===== src/rtl/usbmon_pkg.sv =====
`timescale 1ns/1ps
package usbmon_pkg;

  typedef enum logic [1:0] {
    CLS_SPECIAL   = 2'b00,
    CLS_TOKEN     = 2'b01,
    CLS_HANDSHAKE = 2'b10,
    CLS_DATA      = 2'b11
  } pidClass_e;

  typedef enum logic [1:0] {
    ST_NONE   = 2'd0,
    ST_OK     = 2'd1,
    ST_CRC    = 2'd2,
    ST_FORMAT = 2'd3
  } recStatus_e;

  localparam logic [3:0]  PID_SOF        = 4'b0101;
  localparam logic [3:0]  PID_SETUP      = 4'b1101;
  localparam logic [4:0]  CRC5_RESIDUAL  = 5'b01100;
  localparam logic [15:0] CRC16_RESIDUAL = 16'h800D;

  // strobes from control to datapath
  typedef struct packed {
    logic       acc;     // byte belongs to a packet
    logic       first;   // PID byte
    logic       last;    // closing byte
    logic [3:0] pid;     // PID code of the open packet
    logic       pidBad;  // PID failed its check
  } strobe_t;

  function automatic logic [4:0] crc5Byte(input logic [4:0] c, input logic [7:0] d);
    logic [4:0] r;
    logic fb;
    r = c;
    for (int i = 0; i < 8; i++) begin
      fb = d[i] ^ r[4];
      r  = {r[3:0], 1'b0} ^ (fb ? 5'b00101 : 5'b00000);
    end
    return r;
  endfunction

  function automatic logic [15:0] crc16Byte(input logic [15:0] c, input logic [7:0] d);
    logic [15:0] r;
    logic fb;
    r = c;
    for (int i = 0; i < 8; i++) begin
      fb = d[i] ^ r[15];
      r  = {r[14:0], 1'b0} ^ (fb ? 16'h8005 : 16'h0000);
    end
    return r;
  endfunction

endpackage


===== src/rtl/usbmon_ctrl.sv =====
`timescale 1ns/1ps
module usbmon_ctrl
  import usbmon_pkg::*;
(
  input  logic       clk,
  input  logic       rstN,
  input  logic       inValid,
  input  logic       inStart,
  input  logic       inEnd,
  input  logic [7:0] inByte,
  output strobe_t    strb
);

  logic       inPkt;
  logic [3:0] pidReg;
  logic       pidBadReg;
  logic       byteBad;

  assign byteBad = (inByte[7:4] != ~inByte[3:0]) || (inByte[3:0] == 4'b0000);

  always_comb begin
    strb.first  = inValid && inStart;
    strb.acc    = inValid && (inStart || inPkt);
    strb.last   = strb.acc && inEnd;
    strb.pid    = strb.first ? inByte[3:0] : pidReg;
    strb.pidBad = strb.first ? byteBad : pidBadReg;
  end

  always_ff @(posedge clk) begin
    if (!rstN) begin
      inPkt     <= 1'b0;
      pidReg    <= 4'd0;
      pidBadReg <= 1'b0;
    end else begin
      if (strb.first) begin
        pidReg    <= inByte[3:0];
        pidBadReg <= byteBad;
      end
      if (strb.acc) inPkt <= !inEnd;
    end
  end

  AST_STRAY_IGNORED: assert property (@(posedge clk) disable iff (!rstN)
    (inValid && !inStart && !inPkt) |-> !strb.acc);

endmodule


===== src/rtl/usbmon_dpath.sv =====
`timescale 1ns/1ps
module usbmon_dpath
  import usbmon_pkg::*;
#(
  parameter int EP_COUNT = 16,
  parameter int LEN_W    = 11
) (
  input  logic       clk,
  input  logic       rstN,
  input  strobe_t    strb,
  input  logic [7:0] inByte,
  output logic       recValid,
  output logic       recHeader,
  output logic [7:0] recValue,
  output logic [1:0] recStatus,
  output logic       recPidErr,
  output logic       recSeqErr
);

  localparam int EP_W = $clog2(EP_COUNT);
  localparam logic [LEN_W-1:0] LEN_MAX = '1;

  logic [LEN_W-1:0]    lenReg, lenNow;
  logic [4:0]          crc5Reg, crc5Next;
  logic [15:0]         crc16Reg, crc16Next;
  logic                epLsbReg;
  logic [3:0]          epField;
  logic [EP_W-1:0]     curEp;
  logic [EP_COUNT-1:0] expTog;
  pidClass_e           cls;
  recStatus_e          endStatus;
  logic                isToggleData, seqHit, tokOk, dataOk;

  assign cls          = pidClass_e'(strb.pid[1:0]);
  assign lenNow       = strb.first ? LEN_W'(1) :
                        ((lenReg == LEN_MAX) ? LEN_MAX : lenReg + 1'b1);
  assign crc5Next     = crc5Byte(crc5Reg, inByte);
  assign crc16Next    = crc16Byte(crc16Reg, inByte);
  assign epField      = {inByte[2:0], epLsbReg};
  assign isToggleData = (cls == CLS_DATA) && !strb.pid[2];
  assign seqHit       = strb.first && !strb.pidBad && isToggleData &&
                        (strb.pid[3] != expTog[curEp]);

  // verdict for the byte that closes the packet
  always_comb begin
    endStatus = ST_OK;
    if (strb.pidBad) endStatus = ST_FORMAT;
    else begin
      case (cls)
        CLS_TOKEN: begin
          if (lenNow != LEN_W'(3))            endStatus = ST_FORMAT;
          else if (crc5Next != CRC5_RESIDUAL) endStatus = ST_CRC;
        end
        CLS_DATA: begin
          if (lenNow < LEN_W'(3))               endStatus = ST_FORMAT;
          else if (crc16Next != CRC16_RESIDUAL) endStatus = ST_CRC;
        end
        CLS_HANDSHAKE: if (lenNow != LEN_W'(1)) endStatus = ST_FORMAT;
        default: endStatus = ST_OK;
      endcase
    end
  end

  assign tokOk  = strb.last && (cls == CLS_TOKEN) && (endStatus == ST_OK) &&
                  (strb.pid != PID_SOF);
  assign dataOk = strb.last && isToggleData && (endStatus == ST_OK);

  always_ff @(posedge clk) begin
    if (!rstN) begin
      lenReg    <= '0;
      crc5Reg   <= '1;
      crc16Reg  <= '1;
      epLsbReg  <= 1'b0;
      curEp     <= '0;
      expTog    <= '0;
      recValid  <= 1'b0;
      recHeader <= 1'b0;
      recValue  <= 8'd0;
      recStatus <= ST_NONE;
      recPidErr <= 1'b0;
      recSeqErr <= 1'b0;
    end else begin
      if (strb.acc) begin
        lenReg <= lenNow;
        if (strb.first) begin
          crc5Reg  <= '1;
          crc16Reg <= '1;
        end else begin
          crc5Reg  <= crc5Next;
          crc16Reg <= crc16Next;
        end
        if (lenNow == LEN_W'(2)) epLsbReg <= inByte[7];
      end
      if (tokOk) begin
        curEp <= epField[EP_W-1:0];
        if (strb.pid == PID_SETUP) expTog[epField[EP_W-1:0]] <= 1'b0;
      end
      if (dataOk) expTog[curEp] <= !strb.pid[3];
      recValid  <= strb.acc;
      recHeader <= strb.first;
      recValue  <= inByte;
      recStatus <= strb.last ? endStatus : ST_NONE;
      recPidErr <= strb.first && strb.pidBad;
      recSeqErr <= seqHit;
    end
  end

  AST_STATUS_NEEDS_VALID: assert property (@(posedge clk) disable iff (!rstN)
    !recValid |-> recStatus == ST_NONE);
  AST_MID_NO_STATUS: assert property (@(posedge clk) disable iff (!rstN)
    (strb.acc && !strb.last) |=> (recValid && recStatus == ST_NONE));
  AST_PIDERR_ON_HEADER: assert property (@(posedge clk) disable iff (!rstN)
    recPidErr |-> recHeader);
  AST_BADPID_FORMAT: assert property (@(posedge clk) disable iff (!rstN)
    (strb.last && strb.pidBad) |=> recStatus == ST_FORMAT);
  AST_SEQERR_ON_HEADER: assert property (@(posedge clk) disable iff (!rstN)
    recSeqErr |-> (recHeader && !recPidErr));
  AST_LONE_HANDSHAKE: assert property (@(posedge clk) disable iff (!rstN)
    (strb.first && strb.last && !strb.pidBad && strb.pid[1:0] == 2'b10)
      |=> recStatus == ST_OK);

endmodule


===== src/rtl/usb_pkt_monitor.sv =====
`timescale 1ns/1ps
module usb_pkt_monitor
  import usbmon_pkg::*;
#(
  parameter int EP_COUNT = 16,
  parameter int LEN_W    = 11
) (
  input  logic       clk,
  input  logic       rstN,
  input  logic       inValid,
  input  logic       inStart,
  input  logic       inEnd,
  input  logic [7:0] inByte,
  output logic       recValid,
  output logic       recHeader,
  output logic [7:0] recValue,
  output logic [1:0] recStatus,
  output logic       recPidErr,
  output logic       recSeqErr
);

  strobe_t strb;

  usbmon_ctrl u_ctrl (
    .clk(clk), .rstN(rstN), .inValid(inValid), .inStart(inStart),
    .inEnd(inEnd), .inByte(inByte), .strb(strb)
  );

  usbmon_dpath #(.EP_COUNT(EP_COUNT), .LEN_W(LEN_W)) u_dpath (
    .clk(clk), .rstN(rstN), .strb(strb), .inByte(inByte),
    .recValid(recValid), .recHeader(recHeader), .recValue(recValue),
    .recStatus(recStatus), .recPidErr(recPidErr), .recSeqErr(recSeqErr)
  );

endmodule


===== config.mk =====
export PLATFORM = sky130hd
export DESIGN_NAME = usb_pkt_monitor
export DESIGN_NICKNAME = d
export VERILOG_FILES = /design/src/rtl/usbmon_pkg.sv /design/src/rtl/usbmon_ctrl.sv /design/src/rtl/usbmon_dpath.sv /design/src/rtl/usb_pkt_monitor.sv
export SDC_FILE = /design/constraint.sdc
export NUM_CORES = 1
export LEC_CHECK = 0
export CORE_MARGIN = 2
export CORE_UTILIZATION = 54
export CTS_CLUSTER_SIZE = 30
export DETAILED_ROUTE_END_ITERATION = 7
export MAX_ROUTING_LAYER = met4
export PLACE_DENSITY = 0.8
export SYNTH_ARGS = -nofsm -noshare
export SYNTH_HDL_FRONTEND = slang
export SYNTH_SLANG_ARGS = --single-unit

===== constraint.sdc =====
create_clock -name clk -period 2.4 [get_ports clk]
set_input_delay 0.24 -clock clk [delete_from_list [all_inputs] [get_ports clk]]
set_output_delay 0.24 -clock clk [all_outputs]
set_load 0.03 [all_outputs]

==> metrics.txt <==
IO Port Bufs=26; WP data required=between 2000 and 3000 ps; highest metal used=met4; EDFF count, synth=0; Die X=between 90 and 100 um; CP Class=register to register; Yosys cell types=60; drt via density=6.15; clk_lat worst skew=370 ps; Syn Nets=481; Synth Cell Area=approximately 4100 um^2; hold path startpoint=inByte[3]; gr ovfl total=0; setup violators final=0; Ys Warns=0; GRT Overall Usage=0.272; H-tree levels=3; fin area=5200 um^2; Layout area overhead=25.7%; wire per inst=17.8 um; CTS Buffer Depth=2; Final ANT Viol Nets=0; placed cells=just over 600; Clk pin slew, worst setup/hold paths=90 ps; max_cap viols=0; Hold Vio Cnt, Final=0; run status=finished, final reports clean; hold-fix buffers at CTS=0; Clock Skews=13.7 ps; VDD IR max=360 uV; #FFs+latches synth=73; # diodes=0; area fraction of the dominant cell type after synthesis=0.353; layout net count=542; I/O pin count=27; Post-Layout Cell Count=632; Reg2Reg Depth=9; DRT Pass-1 Iters=5; Worst Path Max Fanout=8; first-pass GRT wire length=17700 um; metal3 WL=730 um; Layout Utilization=0.709; DR vias=just under 4k; CTS Buf Count=9; R2R Path End=u_dpath.expTog[0]; DR WL met2=5330 um; Leakage=2.17 nW; Slew Viols, Final=0; dominant cell type by area after synthesis=dfxtp_1; layout cells sized above 1=0.236; Hold Crit Class=primary input to register; Root Driver=clkbuf_8; largest net degree at the start of global routing=42; routability cong.=0.930; First DRT Iteration DRCs=354; worst hold stages=3; synth top area cells=dfxtp_1, mux2i_1, xnor2_1; DRC violations left=0; RSZ-0062 raised after global routing=true; fin crit period=2350 ps; WL met1=4960 um; syn avg cell area=8.86 um^2; Die Area=8380 um^2; Setup crit end kind=register; pwr dens=527 nW/um^2; Async SR Flop Fraction=0; Area after DPL=4790 um^2; post-synthesis sequential area ratio=0.353; cells after synthesis=467; final period utilization=0.981; reg2reg setup slack=50 ps; ys flop type=dfxtp_1; hold_ws=468 ps; vias in the first global route=about 3.6k; fmax=425 MHz; CORE AREA=between 7000 and 8000 um^2; Site Rows=31; antenna violations before repair=0; Worst setup SP type=register; worst hold endpoint=u_dpath.recValue[3]; CTS tree=built; initial core utilization=0.564; Final HPWL DP=7350 um; drt total wl=11300 um; FF-to-FF Start=u_dpath.lenReg[2]; # clock sinks=73; worst path arrival time=2580 ps; headroom to the max-slew limit=0.617; worst slew pin tran=573 ps; die height=91.5 um
[cell usage in the layout (no fill, tap or decap), types with 4 or more instances in the layout]
cell type        synthesis  routed
nor3b_1                  4       4
buf_4                    2      55
xor2_1                  10      10
a31oi_1                  6       6
dfxtp_1                 73      66
nor2b_1                 14      14
clkdlybuf4s50_1          0      22
a211oi_1                 4       4
nand4_2                  4       4
buf_12                   0       4
and2_1                  14      14
o21ai_0                  8       7
nand2_1                 55      55
nand4_1                 18      18
mux4_2                   5       5
nand2b_1                 5       5
nand3_1                 25      22
xnor2_2                  6       9
dlymetal6s2s_1           0       4
o211ai_1                28      28
mux2i_1                 24      24
clkbuf_8                 0      10
xnor2_1                 25      22
dfxtp_2                  0       7
a21oi_1                 12      11
nor3_1                  10      10
nor2_1                  28      28
[worst max-delay path by stage]
stage | end | slack, ps | from
after floorplan | u_dpath.expTog[0] | 50 | u_dpath.lenReg[1]
after global placement | u_dpath.curEp[3] | -250 | inByte[3]
after detailed placement | u_dpath.expTog[1] | -370 | inByte[3]
after CTS | u_dpath.expTog[1] | 10 | inByte[3]
after global routing | u_dpath.expTog[3] | -30 | u_dpath.lenReg[0]
final | u_dpath.expTog[0] | 50 | u_dpath.lenReg[2]
[cell families after synthesis]
group / count (synthesis) / share of synthesized area
muxes: 29 / 0.0853
AOI/OAI and AO/OA: 82 / 0.142
adders and majority gates: 1 / 0.00302
DFF: 73 / 0.353
buffers and inverters: 40 / 0.0502
and+or+nand+nor: 199 / 0.257
xor gates and xnor gates: 43 / 0.108
[power by group]
group / leakage, nW / switching [mW] / internal [mW] / total (mW)
combinational: 1.48 / 0.284 / 0.280 / 0.564
sequential: 0.597 / 0.0185 / 1.24 / 1.26
clock: 0.0887 / 0.511 / 0.405 / 0.916
total: 2.17 / 0.814 / 1.92 / 2.74
[stage by stage]
| step | TNS [ps] | setup WS, ps | power (mW) |
|---|---|---|---|
| 2_1_floorplan | 0 | 49.2 | 1.59 |
| 3_3_place_gp | -5100 | -250 | 1.79 |
| 3_5_place_dp | -7210 | -374 | 1.81 |
| 4_1_cts | 0 | 12.3 | 2.70 |
| 5_1_grt | -204 | -27.4 | 2.86 |
| 6_report | 0 | 45.5 | 2.74 |
[sequential cells by signal, indices dropped and copies added (netlist names)]
register	count
u_dpath.recSeqErr	1
u_dpath.crc5Reg	5
u_dpath.epLsbReg	1
u_dpath.curEp	4
u_dpath.lenReg	11
u_dpath.recHeader	1
u_dpath.recValue	8
u_dpath.expTog	16
u_ctrl.pidBadReg	1
u_dpath.recStatus	2
u_dpath.recValid	1
u_ctrl.inPkt	1
u_dpath.recPidErr	1
u_ctrl.pidReg	4
u_dpath.crc16Reg	16
[worst max-delay path, stage by stage, from the launching register on]
cell,delay [ps]
dfxtp_1,450
buf_4,180
and3_4,230
nand4_1,120
a22oi_2,320
nand3_4,130
o211ai_4,310
clkbuf_16,230
nand4_1,100
mux2i_1,140
[area by class of cell]
type                    count  area [um^2]
multi-input cells         354         2590
fillers                   519         2130
flip-flops and latches     73         1470
repair buffers             89          836
clock buffers              10          138
well taps                  99          124
clock inverters             6         42.5
inverters                   1         3.75
[cell usage after synthesis (5+ instances only)]
cell      count
dfxtp_1      73
nand2_1      55
nor2_1       28
o211ai_1     28
nand3_1      25
xnor2_1      25
mux2i_1      24
clkbuf_1     20
nand4_1      18
and2_1       14
nor2b_1      14
a21oi_1      12
buf_2        10
nor3_1       10
xor2_1       10
o21ai_0       8
a31oi_1       6
xnor2_2       6
buf_6         5
mux4_2        5
nand2b_1      5
[metal layers]
layer / GRT usage / vias up
met5: - / -
met4: 0.104 / 0
met3: 0.0531 / 30
met2: 0.419 / 173
met1: 0.354 / 1885
li1: - / 1801
[what timing repair did]
| action | in CTS | in global routing |
|---|---|---|
| endpoints found under the setup margin | 20 | 21 |
| pin swaps | 0 | 14 |
| resized for setup | 2 | 33 |
| buffers inserted | 0 | 4 |
| cloned | 0 | 2 |
(Power assumes the default switching activity.)
